**src/rtl/lcr_pkg.sv**
```systemverilog
package lcr_pkg;

  localparam int NPAT  = 5;
  localparam int PAT_W = 3;

  // slope in half-strips per layer for a pattern code
  function automatic int slope_of(input int pat);
    if (pat == 0)          return 0;
    else if (pat % 2 == 1) return (pat + 1) / 2;
    else                   return -(pat / 2);
  endfunction

  // half-strip a road with this key and pattern crosses on a layer
  function automatic int tap_pos(input int key, input int pat, input int layer,
                                 input int key_layer);
    return key + slope_of(pat) * (layer - key_layer);
  endfunction

  // a programmed minimum of zero behaves like one
  function automatic int floor_one(input int v);
    return (v == 0) ? 1 : v;
  endfunction

endpackage

```
**src/rtl/hit_stretch.sv**
```systemverilog
module hit_stretch #(
  parameter int NLAYER = 6,
  parameter int NHS    = 32,
  parameter int HOLD_W = 3
) (
  input  logic                   clk_i,
  input  logic                   rst_ni,
  input  logic                   strobe_i,
  input  logic [NLAYER*NHS-1:0]  hits_i,
  input  logic [HOLD_W-1:0]      hold_i,
  output logic [NLAYER*NHS-1:0]  act_o
);
  localparam int NBIT = NLAYER * NHS;

  logic [HOLD_W-1:0] hold_eff;
  assign hold_eff = (hold_i == '0) ? HOLD_W'(1) : hold_i;

  for (genvar b = 0; b < NBIT; b++) begin : g_bit
    logic [HOLD_W-1:0] life_q;
    always_ff @(posedge clk_i or negedge rst_ni) begin
      if (!rst_ni)                  life_q <= '0;
      else if (strobe_i && hits_i[b]) life_q <= hold_eff;
      else if (life_q != '0)        life_q <= life_q - HOLD_W'(1);
    end
    assign act_o[b] = (life_q != '0);
  end

endmodule

```
**src/rtl/road_count.sv**
```systemverilog
module road_count import lcr_pkg::*; #(
  parameter int NLAYER    = 6,
  parameter int NHS       = 32,
  parameter int KEY_LAYER = 2,
  parameter int CNT_W     = 3,
  parameter int TW        = 12
) (
  input  logic                        clk_i,
  input  logic                        rst_ni,
  input  logic [NLAYER*NHS-1:0]       act_i,
  input  logic                        valid_i,
  input  logic [TW-1:0]               stamp_i,
  output logic [NPAT*NHS*CNT_W-1:0]   cnt_o,
  output logic                        valid_o,
  output logic [TW-1:0]               stamp_o
);

  for (genvar p = 0; p < NPAT; p++) begin : g_pat
    for (genvar k = 0; k < NHS; k++) begin : g_key
      logic [NLAYER-1:0] tap;
      logic [CNT_W-1:0]  sum_q;
      for (genvar l = 0; l < NLAYER; l++) begin : g_lay
        localparam int POS = tap_pos(k, p, l, KEY_LAYER);
        if (POS >= 0 && POS < NHS) begin : g_in
          assign tap[l] = act_i[l*NHS + POS];
        end else begin : g_out
          assign tap[l] = 1'b0;
        end
      end
      always_ff @(posedge clk_i or negedge rst_ni) begin
        if (!rst_ni) sum_q <= '0;
        else         sum_q <= CNT_W'($countones(tap));
      end
      assign cnt_o[(p*NHS + k)*CNT_W +: CNT_W] = sum_q;
    end
  end

  always_ff @(posedge clk_i or negedge rst_ni) begin
    if (!rst_ni) begin
      valid_o <= 1'b0;
      stamp_o <= '0;
    end else begin
      valid_o <= valid_i;
      stamp_o <= stamp_i;
    end
  end

endmodule

```
**src/rtl/road_select.sv**
```systemverilog
module road_select import lcr_pkg::*; #(
  parameter int NHS   = 32,
  parameter int CNT_W = 3,
  parameter int KEY_W = 5,
  parameter int TW    = 12
) (
  input  logic                       clk_i,
  input  logic                       rst_ni,
  input  logic [NPAT*NHS*CNT_W-1:0]  cnt_i,
  input  logic                       valid_i,
  input  logic [TW-1:0]              stamp_i,
  input  logic [CNT_W-1:0]           min_i,
  output logic                       cand_valid_o,
  output logic [KEY_W-1:0]           cand_key_o,
  output logic [PAT_W-1:0]           cand_slope_o,
  output logic [CNT_W-1:0]           cand_nlay_o,
  output logic [TW-1:0]              cand_time_o
);

  logic [CNT_W-1:0] best_n, cur_n, min_eff;
  logic [PAT_W-1:0] best_p;
  logic [KEY_W-1:0] best_k;
  logic             pass;

  // pattern outer, key inner, strict improvement only: first maximum wins
  always_comb begin
    best_n = '0;
    best_p = '0;
    best_k = '0;
    cur_n  = '0;
    for (int p = 0; p < NPAT; p++) begin
      for (int k = 0; k < NHS; k++) begin
        cur_n = cnt_i[(p*NHS + k)*CNT_W +: CNT_W];
        if (cur_n > best_n) begin
          best_n = cur_n;
          best_p = PAT_W'(p);
          best_k = KEY_W'(k);
        end
      end
    end
  end

  assign min_eff = CNT_W'(floor_one(int'(min_i)));
  assign pass    = valid_i && (best_n >= min_eff);

  always_ff @(posedge clk_i or negedge rst_ni) begin
    if (!rst_ni) begin
      cand_valid_o <= 1'b0;
      cand_key_o   <= '0;
      cand_slope_o <= '0;
      cand_nlay_o  <= '0;
      cand_time_o  <= '0;
    end else if (pass) begin
      cand_valid_o <= 1'b1;
      cand_key_o   <= best_k;
      cand_slope_o <= best_p;
      cand_nlay_o  <= best_n;
      cand_time_o  <= stamp_i;
    end else begin
      cand_valid_o <= 1'b0;
      cand_key_o   <= '0;
      cand_slope_o <= '0;
      cand_nlay_o  <= '0;
      cand_time_o  <= '0;
    end
  end

endmodule

```
**src/rtl/layer_road_finder.sv**
```systemverilog
module layer_road_finder import lcr_pkg::*; #(
  parameter int NLAYER    = 6,
  parameter int NHS       = 32,
  parameter int KEY_LAYER = 2,
  parameter int TW        = 12,
  parameter int HOLD_W    = 3,
  localparam int CNT_W    = $clog2(NLAYER + 1),
  localparam int KEY_W    = $clog2(NHS)
) (
  input  logic                   clk_i,
  input  logic                   rst_ni,
  input  logic                   strobe_i,
  input  logic [NLAYER*NHS-1:0]  hits_i,
  input  logic [TW-1:0]          stamp_i,
  input  logic [CNT_W-1:0]       min_layers_i,
  input  logic [HOLD_W-1:0]      hold_i,
  output logic                   cand_valid_o,
  output logic [KEY_W-1:0]       cand_key_o,
  output logic [PAT_W-1:0]       cand_slope_o,
  output logic [CNT_W-1:0]       cand_nlay_o,
  output logic [TW-1:0]          cand_time_o
);

  logic [NLAYER*NHS-1:0]     act_w;
  logic                      eval1_q;
  logic [TW-1:0]             stamp1_q;
  logic [NPAT*NHS*CNT_W-1:0] score_w;
  logic                      eval2_w;
  logic [TW-1:0]             stamp2_w;

  // stage 1: hit stretching, strobe and stamp alongside
  hit_stretch #(.NLAYER(NLAYER), .NHS(NHS), .HOLD_W(HOLD_W)) u_stretch (
    .clk_i   (clk_i),
    .rst_ni  (rst_ni),
    .strobe_i(strobe_i),
    .hits_i  (hits_i),
    .hold_i  (hold_i),
    .act_o   (act_w)
  );

  always_ff @(posedge clk_i or negedge rst_ni) begin
    if (!rst_ni) begin
      eval1_q  <= 1'b0;
      stamp1_q <= '0;
    end else begin
      eval1_q  <= strobe_i;
      stamp1_q <= stamp_i;
    end
  end

  // stage 2: per-road layer counts
  road_count #(.NLAYER(NLAYER), .NHS(NHS), .KEY_LAYER(KEY_LAYER),
               .CNT_W(CNT_W), .TW(TW)) u_count (
    .clk_i  (clk_i),
    .rst_ni (rst_ni),
    .act_i  (act_w),
    .valid_i(eval1_q),
    .stamp_i(stamp1_q),
    .cnt_o  (score_w),
    .valid_o(eval2_w),
    .stamp_o(stamp2_w)
  );

  // stage 3: best road and threshold
  road_select #(.NHS(NHS), .CNT_W(CNT_W), .KEY_W(KEY_W), .TW(TW)) u_select (
    .clk_i       (clk_i),
    .rst_ni      (rst_ni),
    .cnt_i       (score_w),
    .valid_i     (eval2_w),
    .stamp_i     (stamp2_w),
    .min_i       (min_layers_i),
    .cand_valid_o(cand_valid_o),
    .cand_key_o  (cand_key_o),
    .cand_slope_o(cand_slope_o),
    .cand_nlay_o (cand_nlay_o),
    .cand_time_o (cand_time_o)
  );

endmodule

```
**config.mk**
```make
export PLATFORM = sky130hd
export DESIGN_NAME = layer_road_finder
export DESIGN_NICKNAME = d
export VERILOG_FILES = /design/src/rtl/lcr_pkg.sv /design/src/rtl/hit_stretch.sv /design/src/rtl/road_count.sv /design/src/rtl/road_select.sv /design/src/rtl/layer_road_finder.sv
export SDC_FILE = /design/constraint.sdc
export NUM_CORES = 2
export LEC_CHECK = 0
export ABC_AREA = 1
export ABC_CLOCK_PERIOD_IN_PS = 357200
export BUFFER_PORTS_ARGS = -buffer_cell sky130_fd_sc_hd__buf_2
export CORE_AREA = 2 2 465 351
export CTS_BUF_LIST = sky130_fd_sc_hd__clkbuf_4 sky130_fd_sc_hd__clkbuf_8 sky130_fd_sc_hd__clkbuf_16
export DETAILED_ROUTE_END_ITERATION = 8
export DIE_AREA = 0 0 467 353
export GPL_ROUTABILITY_DRIVEN = 0
export MAX_ROUTING_LAYER = met4
export PLACE_DENSITY = 0.69
export SETUP_SLACK_MARGIN = 0.4
export SLEW_MARGIN = 25
export SYNTH_ARGS = -nofsm -noshare
export SYNTH_HDL_FRONTEND = slang
export SYNTH_SLANG_ARGS = --single-unit
```
**constraint.sdc**
```tcl
create_clock -name clk_i -period 357.2 [get_ports clk_i]
set_clock_uncertainty 0.15 [all_clocks]
set_input_delay 71.44 -clock clk_i [delete_from_list [all_inputs] [get_ports clk_i]]
set_output_delay 71.44 -clock clk_i [all_outputs]
set_load 0.01 [all_outputs]
```
==> metrics <==
max-cap viol count 0; number of nets in the finished design 12.3k; unrepaired setup endpoints after global routing no; multi-input combinational cell area 0.0475 mm2; outcome complete, no violations; TNS Setup 0 ns; startpoint type of the worst setup path flip-flop; number of rows in the core area 128; share of the yosys chip area belonging to registers ~33%; CP Capture Type flip-flop; library cell used as clock root buffer sky130_fd_sc_hd__clkbuf_16; met1 track demand over resource in global routing 41.8%; die height 353 um; Sequential Area 0.0276 mm2; CTS H-Tree Depth 3; first-pass GRT wire length 375 mm; met3 track utilization from global routing approximately 5.6%; Crit path top cell by count sky130_fd_sc_hd__inv_1; clk_lat worst skew ~0.82 ns; Pre-antenna DRT Iters 6; global-route usage over all layers 30.0%; most frequent cells after synthesis sky130_fd_sc_hd__inv_1, sky130_fd_sc_hd__nand2_1, sky130_fd_sc_hd__ha_1; classification of the worst-slack hold path reg -> reg; Cell Area, Synth 0.0845 mm2; number of instances resized during post-cts repair 0; final count of negative-setup-slack endpoints 0; remaining global-route overflow 0; quantity of I/O buffers inserted on ports about 240; CP max FO 5; buffer count from post-CTS setup fixing 0; Antenna Violating Nets Remaining 0; Mean Syn Cell Area approximately 8.4 um2; Via-to-Cell Ratio 5.45; leading area contributor after synthesis sky130_fd_sc_hd__dfrtp_1; gate count of the mapped netlist 10.1k; signed area change from the synthesized netlist to the final layout 9.80%; largest net degree at the start of global routing 167; GR met2 Demand/Resource 44.5%; routed wire length per instance roughly 19 um; Fmax 5.30 MHz; Die X 467 um; count of boundary I/O pins around 240; worst rel slew slack 23.9%; Max stage delay cell, worst path sky130_fd_sc_hd__a21oi_1; number of buffers added to fix hold violations after cts 0; layout cell share with drive strength beyond 1 7.62%; final-report hold violation count 0; count of flip-flops with a built-in enable after synthesis 0; top cells by area in the synthesized netlist sky130_fd_sc_hd__dfrtp_1, sky130_fd_sc_hd__ha_1, sky130_fd_sc_hd__inv_1; register bit total from synthesis 1,103; fraction of synthesized cell area taken by the top area cell type about 33%; clk slew on worst S/H paths ~0.06 ns; antenna violations before repair 17; number of buffers added by the clock tree synthesis step ~120; Final Slew Violations 0; filler cell count 13.8k; net count of the mapped netlist around 12k; Via Count 68.8k; post-synthesis async set-or-reset flop share between 90% and 100%; delay of the slowest cell on the worst path approximately 0.52 ns; clock period minus worst slack 188.70 ns; ys flop type sky130_fd_sc_hd__dfrtp_1; endpoint required time on the critical path between 300 and 400 ns; drt total wl 240 mm; slew at the pin with the worst max-slew slack about 1.1 ns; global route hottest layer met2; area of the core region 0.161 mm2; half-perimeter wire length after detailed placement 189 mm; initial core utilization 52.5%; number of DRC markers in iteration 0 6,478; most instantiated library cell after synthesis sky130_fd_sc_hd__inv_1; fin crit share 52.8%; total DRC errors in the routed layout 0; total die area roughly 0.16 mm2; clock tree from TritonCTS done; Yosys warning count 0; Max Buffers Root-to-Sink 3; vias in the first global route 68.6k; arrival time at the worst endpoint approximately 190 ns; Sink Count between 1k and 1.5k; number of distinct library cell variants in the gate-level netlist after synthesis 44; type of the worst setup path reg -> reg
[per-layer routing]
metal | wire (um) | vias up
met1 | 108000 | 33378
met4 | 7690 | 0
met3 | 20400 | 453
met2 | 104000 | 2495
met5 | 0 | -
li1 | - | 32515
[per-stage QoR]
stage	hold slack (ns)	instance area [um2]	utilization, %	setup WS, ns	instances
floorplan	0.181	84500	-	197.32	10055
global placement	0.181	88400	55.0	182.13	12392
detailed placement	0.185	88400	55.0	173.57	12392
CTS	0.196	92700	57.6	172.71	12611
global route	0.202	92800	57.7	151.45	12624
finish	0.195	92800	57.7	168.50	12627
[flip-flops by register name, indices dropped and copies added, names as in the netlist]
name	flops
eval1_q	1
u_select.cand_key_o	5
u_select.cand_nlay_o	3
u_stretch.g_bit.life_q	576
u_count.stamp_o	12
u_select.cand_slope_o	3
u_select.cand_valid_o	1
u_select.cand_time_o	12
stamp1_q	12
u_count.g_pat.g_key.sum_q	477
u_count.valid_o	1
[layout by cell type, fill, tap and decap left out, types with 3 or more instances in the layout]
cell type	synthesis	layout
sky130_fd_sc_hd__nor2_1	642	642
sky130_fd_sc_hd__inv_1	2376	2375
sky130_fd_sc_hd__nand3_2	43	43
sky130_fd_sc_hd__nand2_2	7	7
sky130_fd_sc_hd__a31oi_2	4	4
sky130_fd_sc_hd__ha_1	1373	1373
sky130_fd_sc_hd__o211ai_1	124	124
sky130_fd_sc_hd__a31oi_1	429	429
sky130_fd_sc_hd__clkinvlp_4	0	3
sky130_fd_sc_hd__or2_2	156	156
sky130_fd_sc_hd__nand3_1	441	441
sky130_fd_sc_hd__diode_2	0	14
sky130_fd_sc_hd__and2_2	46	46
sky130_fd_sc_hd__clkbuf_4	0	23
sky130_fd_sc_hd__o21ai_0	191	191
sky130_fd_sc_hd__nand2_4	5	5
sky130_fd_sc_hd__nand2_1	1865	1865
sky130_fd_sc_hd__and2_1	60	60
sky130_fd_sc_hd__fa_1	325	325
sky130_fd_sc_hd__clkinv_4	0	4
sky130_fd_sc_hd__dfrtp_1	1103	1103
sky130_fd_sc_hd__bufinv_8	8	8
sky130_fd_sc_hd__nor4_1	8	8
sky130_fd_sc_hd__a21oi_1	235	235
sky130_fd_sc_hd__o221ai_1	123	123
sky130_fd_sc_hd__clkinv_16	0	3
sky130_fd_sc_hd__buf_4	0	38
sky130_fd_sc_hd__bufinv_16	0	15
sky130_fd_sc_hd__o22ai_1	123	123
sky130_fd_sc_hd__o21bai_1	4	3
sky130_fd_sc_hd__clkbuf_16	0	118
sky130_fd_sc_hd__or2_1	3	3
sky130_fd_sc_hd__inv_2	21	20
sky130_fd_sc_hd__nand4_1	4	4
sky130_fd_sc_hd__buf_2	0	234
sky130_fd_sc_hd__clkbuf_8	1	31
sky130_fd_sc_hd__xnor2_1	230	230
sky130_fd_sc_hd__clkinv_2	1	22
[logic make-up after synthesis]
kind of cell	Yosys count	share of synthesized area, %
compound gates	1244	9.18
xor+xnor	232	2.40
flops	1103	32.7
simple gates	3286	16.5
buf+inv	2492	11.2
fa+ha+maj	1698	28.0
[worst paths after layout]
| path | from | slack (ns) | endpoint | cells after the start |
|---|---|---|---|---|
| max | u_count.g_pat[0].g_key[1].sum_q[2] | 168.50 | u_select.cand_slope_o[1] | 768 |
| min | stamp1_q[9] | 0.20 | u_count.stamp_o[9] | 0 |
| max reg2reg | u_count.g_pat[0].g_key[1].sum_q[2] | 168.50 | u_select.cand_slope_o[1] | 1319 |
| min reg2reg | stamp1_q[9] | 0.20 | u_count.stamp_o[9] | 0 |
| max in group asynchronous | rst_ni | 282.73 | u_stretch.g_bit[127].life_q[1] | 5 |
| min in group asynchronous | rst_ni | 70.50 | u_stretch.g_bit[178].life_q[2] | 1 |
[area by class of cell]
type | count | share of cell area [%]
inverters | 2406 | 9.86
multi-input cells | 6460 | 51.1
diodes | 14 | 0.0377
flip-flops and latches | 1103 | 29.7
repair buffers | 280 | 1.73
well taps | 2145 | 2.89
clock buffers | 171 | 3.81
clock inverters | 48 | 0.793
[worst max-delay path: cells and delay by family (launching register included)]
kind,cells,cell delay [ns]
and+or+nand+nor,283,35.50
DFF,1,0.38
AOI/OAI and AO/OA,177,28.02
buffers and inverters,216,19.66
adders and majority gates,92,24.08
Power is left out: the tool's default activity adds up to more than one toggle a clock period on the data nets, which glitch-free logic cannot reach.
